$ cat config.mk
export PLATFORM = sky130hd
export DESIGN_NAME = hba_glb_regs
export DESIGN_NICKNAME = d
export VERILOG_FILES = /design/src/rtl/hba_glb_pkg.sv /design/src/rtl/hba_rst_seq.sv /design/src/rtl/hba_irq_stat.sv /design/src/rtl/hba_win_dec.sv /design/src/rtl/hba_glb_regs.sv
export SDC_FILE = /design/constraint.sdc
export NUM_CORES = 1
export LEC_CHECK = 0
export BUFFER_PORTS_ARGS = -buffer_cell sky130_fd_sc_hd__buf_4
export CORE_UTILIZATION = 48
export DETAILED_ROUTE_END_ITERATION = 16
export HOLD_SLACK_MARGIN = 0.08
export PLACE_DENSITY = 0.85
export SLEW_MARGIN = 10
export SYNTH_ARGS = -nofsm -noshare
export SYNTH_HDL_FRONTEND = slang
export SYNTH_SLANG_ARGS = --single-unit
$ cat constraint.sdc
create_clock -name clk -period 4.1 [get_ports clk]
set_input_delay 0.82 -clock clk [delete_from_list [all_inputs] [get_ports clk]]
set_output_delay 0.82 -clock clk [all_outputs]
set_load 0.005 [all_outputs]
$ cat src/rtl/hba_glb_pkg.sv
package hba_glb_pkg;
  // word offsets of the global registers
  localparam int unsigned W_CAP   = 0;
  localparam int unsigned W_CTL   = 1;
  localparam int unsigned W_ISTAT = 2;
  localparam int unsigned W_PI    = 3;
  localparam int unsigned W_VER   = 4;
  // port windows: byte 0x100 base, byte 0x80 stride
  localparam int unsigned PORT_BASE_W = 64;
  localparam int unsigned WIN_LOG2    = 5;
  // control bit positions
  localparam int unsigned CTL_RST  = 0;
  localparam int unsigned CTL_IE   = 1;
  localparam int unsigned CTL_MODE = 31;

  function automatic logic [31:0] cap_fixed(input int unsigned np, input int unsigned ns,
                                            input int unsigned sp, input bit a64);
    logic [31:0] v;
    v        = '0;
    v[4:0]   = 5'(np - 1);
    v[12:8]  = 5'(ns - 1);
    v[23:20] = 4'(sp);
    v[31]    = a64;
    return v;
  endfunction
endpackage

$ cat src/rtl/hba_rst_seq.sv
module hba_rst_seq #(
  parameter int unsigned RST_CYCLES = 16
) (
  input  logic clk,
  input  logic rst,
  input  logic start,
  output logic busy,
  output logic port_rst
);
  localparam int unsigned CW = (RST_CYCLES > 1) ? $clog2(RST_CYCLES + 1) : 1;

  logic [CW-1:0] cnt;

  always_ff @(posedge clk) begin
    if (rst) begin
      busy     <= 1'b0;
      cnt      <= '0;
      port_rst <= 1'b0;
    end else begin
      port_rst <= start && !busy;
      if (start && !busy) begin
        busy <= 1'b1;
        cnt  <= CW'(RST_CYCLES - 1);
      end else if (busy) begin
        if (cnt == '0) busy <= 1'b0;
        else           cnt  <= cnt - 1'b1;
      end
    end
  end

  p_pulse_one_r5: assert property (@(posedge clk) disable iff (rst)
    port_rst |=> !port_rst);
  p_busy_with_pulse_r4: assert property (@(posedge clk) disable iff (rst)
    port_rst |-> busy);
endmodule

$ cat src/rtl/hba_irq_stat.sv
module hba_irq_stat #(
  parameter int unsigned NPORTS = 4
) (
  input  logic              clk,
  input  logic              rst,
  input  logic              clr_all,
  input  logic [NPORTS-1:0] req,
  input  logic [NPORTS-1:0] pi,
  input  logic              w1c_en,
  input  logic [NPORTS-1:0] w1c,
  output logic [NPORTS-1:0] istat
);
  always_ff @(posedge clk) begin
    if (rst || clr_all) begin
      istat <= '0;
    end else begin
      for (int i = 0; i < int'(NPORTS); i++) begin
        if (req[i] && pi[i])        istat[i] <= 1'b1;
        else if (w1c_en && w1c[i])  istat[i] <= 1'b0;
      end
    end
  end

  p_clear_in_reset_r6: assert property (@(posedge clk) disable iff (rst)
    clr_all |=> (istat == '0));
  p_set_wins_r6: assert property (@(posedge clk) disable iff (rst)
    (!clr_all && |(req & pi)) |=> ((istat & $past(req & pi)) == $past(req & pi)));
endmodule

$ cat src/rtl/hba_win_dec.sv
module hba_win_dec
  import hba_glb_pkg::*;
#(
  parameter int unsigned AW     = 10,
  parameter int unsigned NPORTS = 4,
  parameter int unsigned PIDX_W = 2
) (
  input  logic [AW-1:0]     addr,
  output logic              hit,
  output logic [PIDX_W-1:0] port,
  output logic [4:0]        off
);
  localparam int unsigned IW = AW - WIN_LOG2;

  logic [AW-1:0] rel;
  logic [IW-1:0] full_idx;
  logic          above;

  always_comb begin
    above    = addr >= AW'(PORT_BASE_W);
    rel      = addr - AW'(PORT_BASE_W);
    full_idx = rel[AW-1:WIN_LOG2];
    hit      = above && (full_idx < IW'(NPORTS));
    port     = full_idx[PIDX_W-1:0];
    off      = rel[WIN_LOG2-1:0];
  end
endmodule

$ cat src/rtl/hba_glb_regs.sv
module hba_glb_regs
  import hba_glb_pkg::*;
#(
  parameter int unsigned NPORTS     = 4,
  parameter int unsigned NSLOTS     = 32,
  parameter int unsigned SPEED_CODE = 1,
  parameter bit          ADDR64     = 1'b1,
  parameter int unsigned RST_CYCLES = 64,
  parameter logic [31:0] VERSION    = 32'h0001_0100,
  parameter logic [31:0] CAP_WMASK  = 32'h1802_0000,
  parameter int unsigned AW         = 10,
  localparam int unsigned PIDX_W    = (NPORTS > 1) ? $clog2(NPORTS) : 1
) (
  input  logic              clk,
  input  logic              rst,
  input  logic [AW-1:0]     addr,
  input  logic              wr_en,
  input  logic [31:0]       wr_data,
  input  logic              rd_en,
  output logic [31:0]       rd_data,
  input  logic [NPORTS-1:0] port_req,
  output logic              irq,
  output logic              port_rst,
  output logic              win_hit,
  output logic [PIDX_W-1:0] win_port,
  output logic [4:0]        win_off
);
  localparam logic [31:0] CAP_FIX = cap_fixed(NPORTS, NSLOTS, SPEED_CODE, ADDR64) & ~CAP_WMASK;

  logic [31:0]       cap_sw;
  logic              ie, mode, busy, start;
  logic [NPORTS-1:0] pi, istat;
  logic              wr_cap, wr_ctl, wr_ist, wr_pi;
  logic [31:0]       rd_mux;

  always_comb begin
    wr_cap = wr_en && (addr == AW'(W_CAP));
    wr_ctl = wr_en && (addr == AW'(W_CTL));
    wr_ist = wr_en && (addr == AW'(W_ISTAT));
    wr_pi  = wr_en && (addr == AW'(W_PI));
    start  = wr_ctl && wr_data[CTL_RST] && !busy;
  end

  hba_rst_seq #(.RST_CYCLES(RST_CYCLES)) u_rst (
    .clk(clk), .rst(rst), .start(start), .busy(busy), .port_rst(port_rst));

  hba_irq_stat #(.NPORTS(NPORTS)) u_ist (
    .clk(clk), .rst(rst), .clr_all(start || busy), .req(port_req), .pi(pi),
    .w1c_en(wr_ist), .w1c(wr_data[NPORTS-1:0]), .istat(istat));

  hba_win_dec #(.AW(AW), .NPORTS(NPORTS), .PIDX_W(PIDX_W)) u_dec (
    .addr(addr), .hit(win_hit), .port(win_port), .off(win_off));

  always_ff @(posedge clk) begin
    if (rst) begin
      cap_sw <= '0;
      ie     <= 1'b0;
      mode   <= 1'b0;
      pi     <= '1;
    end else begin
      if (wr_cap) cap_sw <= wr_data & CAP_WMASK;
      if (wr_pi)  pi     <= wr_data[NPORTS-1:0];
      if (wr_ctl && !busy) begin
        if (wr_data[CTL_RST]) begin
          ie   <= 1'b0;
          mode <= 1'b0;
        end else begin
          ie   <= wr_data[CTL_IE];
          mode <= wr_data[CTL_MODE];
        end
      end
    end
  end

  always_comb begin
    rd_mux = '0;
    if (addr == AW'(W_CAP))        rd_mux = CAP_FIX | cap_sw;
    else if (addr == AW'(W_CTL)) begin
      rd_mux[CTL_RST]  = busy;
      rd_mux[CTL_IE]   = ie;
      rd_mux[CTL_MODE] = mode;
    end
    else if (addr == AW'(W_ISTAT)) rd_mux = 32'(istat);
    else if (addr == AW'(W_PI))    rd_mux = 32'(pi);
    else if (addr == AW'(W_VER))   rd_mux = VERSION;
  end

  always_ff @(posedge clk) begin
    if (rst) rd_data <= '0;
    else     rd_data <= rd_en ? rd_mux : '0;
  end

  assign irq = ie && (|istat);

  p_en_cleared_r4: assert property (@(posedge clk) disable iff (rst)
    port_rst |-> (!ie && !mode));
  p_busy_blocks_ctl_r4: assert property (@(posedge clk) disable iff (rst)
    (busy && !port_rst) |=> ($stable(ie) && $stable(mode)));
  p_irq_needs_en_r8: assert property (@(posedge clk) disable iff (rst)
    irq |-> ie);
  p_rd_idle_zero_r1: assert property (@(posedge clk) disable iff (rst)
    !rd_en |=> (rd_data == '0));
  p_window_zero_r9: assert property (@(posedge clk) disable iff (rst)
    (rd_en && win_hit) |=> (rd_data == '0));
endmodule

==> metrics.txt, run 1 <==
largest net degree at the start of global routing=21; drt via density=5.11; Crit Path Category=in -> out; initial antenna violation count=0; core area=3360 µm²; DRC Markers=0; layout cells sized above 1=28.3%; sequential element share of the synthesized area=39.1%; Fillers=298; WP buf/inv=3; critical path cell sequence=buf_4 > inv_1 > ha_1 > nor2_1 > o21ai_0 > a21oi_1 > o21a_1 > buf_4; area of the multi-input gates=850 µm²; vias in the first global route=1150; Hold Vio Cnt, Final=0; worst-path fanout max=4; io pins=92; max-slew violations=0; Synth top cells by count=dfxtp_1, buf_4, nand2_1; syn_area_per_cell=8.90 µm²; Synth Cell Area=1690 µm²; Crit-path slowest cell=ha_1; H-tree levels=2; wire per inst=11.4 µm; Slew headroom=63.2%; Area growth syn-to-layout=19.0%; critical path arrival=1.75 ns; Final Util=59.9%; Clock Path Buffers=2; drt initial violations=39; top_reg_cell synth=dfxtp_1; Worst Tran Pin Value=0.544 ns; Reg2Reg Depth=6; nature of the critical path endpoint=output port; # resized after CTS=0; synthesized flop and latch total=33; CTS tree=yes; setup repair bufs after CTS=0; WL final=3180 µm; Synth top area share=39.1%; die height=61.4 µm; leakage power=0.887 nW; cell family with most CP delay=compound AO/OA/AOI/OAI gates; DIE WIDTH=61.4 µm; effective utilization at floorplan=50.3%; crit path launch type=input pin; register area=661 µm²; GRT Resource Usage Total=17.5%; maximum clock rate=0.389 GHz; Mapped Cells=190; RSZ-0062 raised after global routing=no; Die Area=3770 µm²; # hold bufs at CTS=0; TNS Setup=0 ns; GRT overflow=0; Root Buffer=clkbuf_4; Synth async-reset ratio=0%; hpwl dp=2440 µm; diodes inserted=0; clk slew on worst S/H paths=0.10 ns; Worst path max stage delay=0.21 ns; CTS Sinks=33; RePlAce Congestion=0.935; Final Cycle Share=62.8%; via count=1425; Final setup viols=0; first-pass GRT wire length=4750 µm; final clock skew=0.00604 ns; hold path depth=2; cell row count=21; Post-synth EDFFs=0; Port Buffer Count=50; min-delay worst type=reg -> reg; Worst EP required=3.28 ns; leading area contributor after synthesis=dfxtp_1; maximum resistive drop on vdd=0.160 mV; status=complete, no violations; Max-Cap Viols=0; most numerous cell on the critical path=buf_4; yosys warns=0; synth unique cells=42; clk_lat worst skew=0.33 ns; FF-to-FF setup slack=2.06 ns; Final min period=2.57 ns; number of routed nets with antenna violations=0; P per Cell Area=276 nW/µm²; design area=2010 µm²; dpl cell area=1960 µm²; CTS Buf Count=5; DRT Pass-1 Iters=4; most common cell in the netlist=dfxtp_1; Crit. path cell count=8; Synth area leaders=dfxtp_1, buf_4, a21oi_1; # nets final=286
[power breakdown]
part	switching, mW	internal (mW)	total [mW]
sequential	0.00191	0.323	0.325
clock	0.104	0.0652	0.170
combinational	0.0309	0.0300	0.0610
[state kept, by name, indices dropped and copies added (netlist names)]
| register | flops |
|---|---|
| u_rst.cnt | 7 |
| u_rst.busy | 1 |
| rd_data | 11 |
| mode | 1 |
| u_rst.port_rst | 1 |
| pi | 4 |
| cap_sw | 3 |
| ie | 1 |
| u_ist.istat | 4 |
[placed cells by master, fill, tap and decap left out, types with 2 or more instances in the layout]
cell,synthesis,final
a211o_1,4,4
a21oi_1,17,17
and2_1,4,4
buf_4,28,50
clkbuf_4,0,5
clkinv_2,0,2
conb_1,1,17
dfxtp_1,33,33
ha_1,4,4
inv_1,5,5
mux2i_1,7,7
nand2_1,19,19
nand2b_1,3,3
nand3_1,7,7
nor2_1,8,8
nor2b_1,7,7
nor3_1,5,5
nor3b_1,2,2
o21ai_0,7,7
or3b_2,3,3
or4_4,2,2
[layout make-up]
cell class / instances / share of cell area [%]
Clock inverter: 2 / 0.497
Timing Repair Buffer: 50 / 18.6
Sequential cell: 33 / 32.8
Clock buffer: 6 / 2.05
Inverter: 5 / 0.932
Tap cell: 46 / 2.86
Multi-Input combinational cell: 137 / 42.2
[worst reg2reg max path, stage by stage, from the launching register on]
cell,delay (ns)
dfxtp_1,0.32
inv_1,0.10
ha_1,0.21
or3b_2,0.48
o21ai_0,0.37
mux2_2,0.38
a21oi_1,0.12
[logic make-up (layout without fill, tap and decap cells)]
group	Yosys count	count (layout)	synth area share [%]
other cells	1	17	0.222
simple gates	70	70	24.5
flops	33	33	39.1
compound gates	36	36	13.2
xor+xnor	2	2	1.04
buf+inv	36	63	14.3
mux	8	8	4.81
fa+ha+maj	4	4	2.96
[routing by layer]
metal	part of all wire, %	global-route usage, %	routed length, µm
met1	44	22.1	1400
met2	48	26.6	1530
met3	6.5	5.88	208
met4	1.2	9.21	39
met5	0	0	0
[worst paths after layout]
path,start,to
max,addr[6],win_hit
min,cap_sw[17]$_SDFFE_PP0P_,cap_sw[17]$_SDFFE_PP0P_
max reg2reg,u_rst.cnt[0]$_SDFFE_PP0P_,u_rst.cnt[1]$_SDFFE_PP0P_
min reg2reg,cap_sw[17]$_SDFFE_PP0P_,cap_sw[17]$_SDFFE_PP0P_
[stage by stage]
step / cells / total power [mW] / hold WS (ns) / worst slack [ns]
floorplan: 206 / 0.377 / 0.427 / 1.77
global placement: 271 / 0.392 / 0.434 / 1.55
detailed placement: 271 / 0.393 / 0.446 / 1.52
CTS: 279 / 0.561 / 0.460 / 1.52
global route: 279 / 0.588 / 0.481 / 1.35
finish: 279 / 0.556 / 0.459 / 1.53
Note: power is estimated with default switching activity, not from simulation.
==> run 2: changes to the inputs <==
ABC_AREA = 1   (was not set)
CORE_UTILIZATION = 45   (was 48)
PLACE_DENSITY = 0.79   (was 0.85)
clock period = 2.6 ns   (was 4.1 ns; I/O delays follow)
==> run 2 against run 1 <==
Effect of this change: synthesized cell count rose by 28%; sequential power increased by 58%; clock skew decreased by 0.0025 ns; largest cell class unchanged; highest routed layer unchanged.
==> metrics.txt, run 2 <==
status=complete, no violations; DRC Markers=0; Non-Filler Instances=335; Area growth syn-to-layout=19.8%; max FFs per register=11; Synth top area share=36.5%; # nets final=342; RSZ-0062 raised after global routing=no; Fillers=372; P per Cell Area=444 nW/µm²; synth unique cells=28; GRT Resource Usage Total=18.5%; Synth Cell Area=1810 µm²; # hold bufs at CTS=0; Synth async-reset ratio=0%; Min-Delay Startpoint=cap_sw[28]$_SDFFE_PP0P_; leading area contributor after synthesis=dfxtp_1; nature of the critical path endpoint=output port; core area=3770 µm²; # resized after CTS=0; initial antenna violation count=0; Final setup viols=0; Net Sw Power=0.232 mW; final clock skew=0.00358 ns; Post-synth EDFFs=0; Top Registers=rd_data x11, u_rst.cnt x7; most common cell in the netlist=nand2_1; maximum clock rate=0.511 GHz; Hold Vio Cnt, Final=0; die height=65.4 µm; worst hold slack=0.439 ns; DRT Pass-1 Iters=4; drt via density=4.85; CTS Sinks=33; vias in the first global route=1427; largest net degree at the start of global routing=14; sequential element share of the synthesized area=36.5%; effective utilization at floorplan=48.0%; hpwl dp=2810 µm; WL final=3600 µm; worst-path fanout max=4; Clock power frac=36.0%; io pins=92; Port Buffer Count=50; cell row count=22; clk_lat worst skew=0.28 ns; leakage power=1.12 nW; combinational share of power=10.7%; Synth top cells by count=nand2_1, dfxtp_1, inv_1; Final Cycle Share=75.2%; Clock Path Buffers=2; min-delay worst type=reg -> reg; clk slew on worst S/H paths=0.06 ns; Worst EP required=2.08 ns; # placed instances=329; Root Buffer=clkbuf_8; H-tree levels=2; Max-Cap Viols=0; most common cell after layout, fill and taps aside=buf_4; Final min period=1.96 ns; drt initial violations=73; Flop pwr share=53.4%; crit path launch type=input pin; Synth area leaders=dfxtp_1, buf_4, nand2_1; diodes inserted=0; top_reg_cell synth=dfxtp_1; GRT overflow=0; CTS tree=yes; CTS Buf Count=5; cell-internal power=0.732 mW; DIE WIDTH=65.4 µm; synthesized flop and latch total=33; Die Area=4280 µm²; RePlAce Congestion=0.904; maximum resistive drop on vdd=0.244 mV; Final Util=57.5%; layout cells sized above 1=24.7%; Sw Ratio=24.0%; max-slew violations=0; syn_area_per_cell=7.42 µm²; Top reg by flops=rd_data; yosys warns=0; wire per inst=10.7 µm; Mapped Cells=244; first-pass GRT wire length=5980 µm; critical path arrival=1.44 ns; number of routed nets with antenna violations=0; commonest non-fill, non-tap cells in the layout=buf_4, nand2_1, dfxtp_1, inv_1; crit path launch=addr[6]; TNS Setup=0 ns; Worst R2R Start=u_rst.cnt[0]$_SDFFE_PP0P_; Crit Path Category=in -> out; setup repair bufs after CTS=0; via count=1624
==> run 2: cell types whose count changed after synthesis, moves of 7 or more <==
cell,previous run,this run
mux2i_1,7,0
nor2_1,8,22
inv_1,5,32
nand2_1,19,43
nor2b_1,7,0
nand3_1,7,22
==> run 2: kinds of logic after synthesis <==
kind of cell	count (synthesis)	synth area share [%]
AOI/OAI and AO/OA	35	11.3
buffers and inverters	64	19.2
other	1	0.207
DFF	33	36.5
and+or+nand+nor	107	30.0
adders and majority gates	4	2.76
==> run 2: layout make-up <==
class	instances	area [µm²]	area share [%]
multi-input combinational	163	862	39.7
tap	48	60.1	2.77
clock buffer	5	68.8	3.17
timing repair buffer	51	383	17.6
clock inverter	1	5.00	0.231
sequential	33	661	30.4
inverter	34	130	6.00
==> run 2: through the flow <==
stage	setup slack (ns)	area, µm²	power [mW]
2_1_floorplan	0.893	1870	0.596
3_3_place_gp	0.667	2100	0.626
3_5_place_dp	0.638	2100	0.628
4_1_cts	0.638	2170	0.975
5_1_grt	0.558	2170	1.01
6_report	0.645	2170	0.964
==> run 2: per-layer routing <==
metal / routed length [µm] / vias up / track usage (%)
met1: 1570 / 739 / 21.7
met4: 78 / 0 / 10.6
met2: 1740 / 53 / 31.1
met3: 206 / 5 / 3.82
li1: - / 827 / -
met5: 0 / - / 0
==> run 2: critical path, cell delays in order <==
cell,delay [ns]
buf_4,0.08
inv_1,0.07
ha_1,0.21
o21ai_0,0.08
o211ai_1,0.10
a311oi_1,0.22
buf_4,0.15
==> run 2: path summary, 6_finish.rpt <==
kind	end	slack (ns)	depth (start not counted)
max	win_hit	0.64	7
min reg2reg	rd_data[28]$_SDFF_PP0_	0.44	2
min	rd_data[28]$_SDFF_PP0_	0.44	2
max reg2reg	u_rst.cnt[5]$_SDFFE_PP0P_	1.11	10
==> run 2: power groups by stage <==
stage	combinational [mW]	sequential [mW]	clock [mW]
floorplan	0.0721	0.524	0
CTS	0.103	0.514	0.358
finish	0.103	0.515	0.347
global route	0.115	0.515	0.376
global placement	0.101	0.525	0
detailed placement	0.102	0.526	0
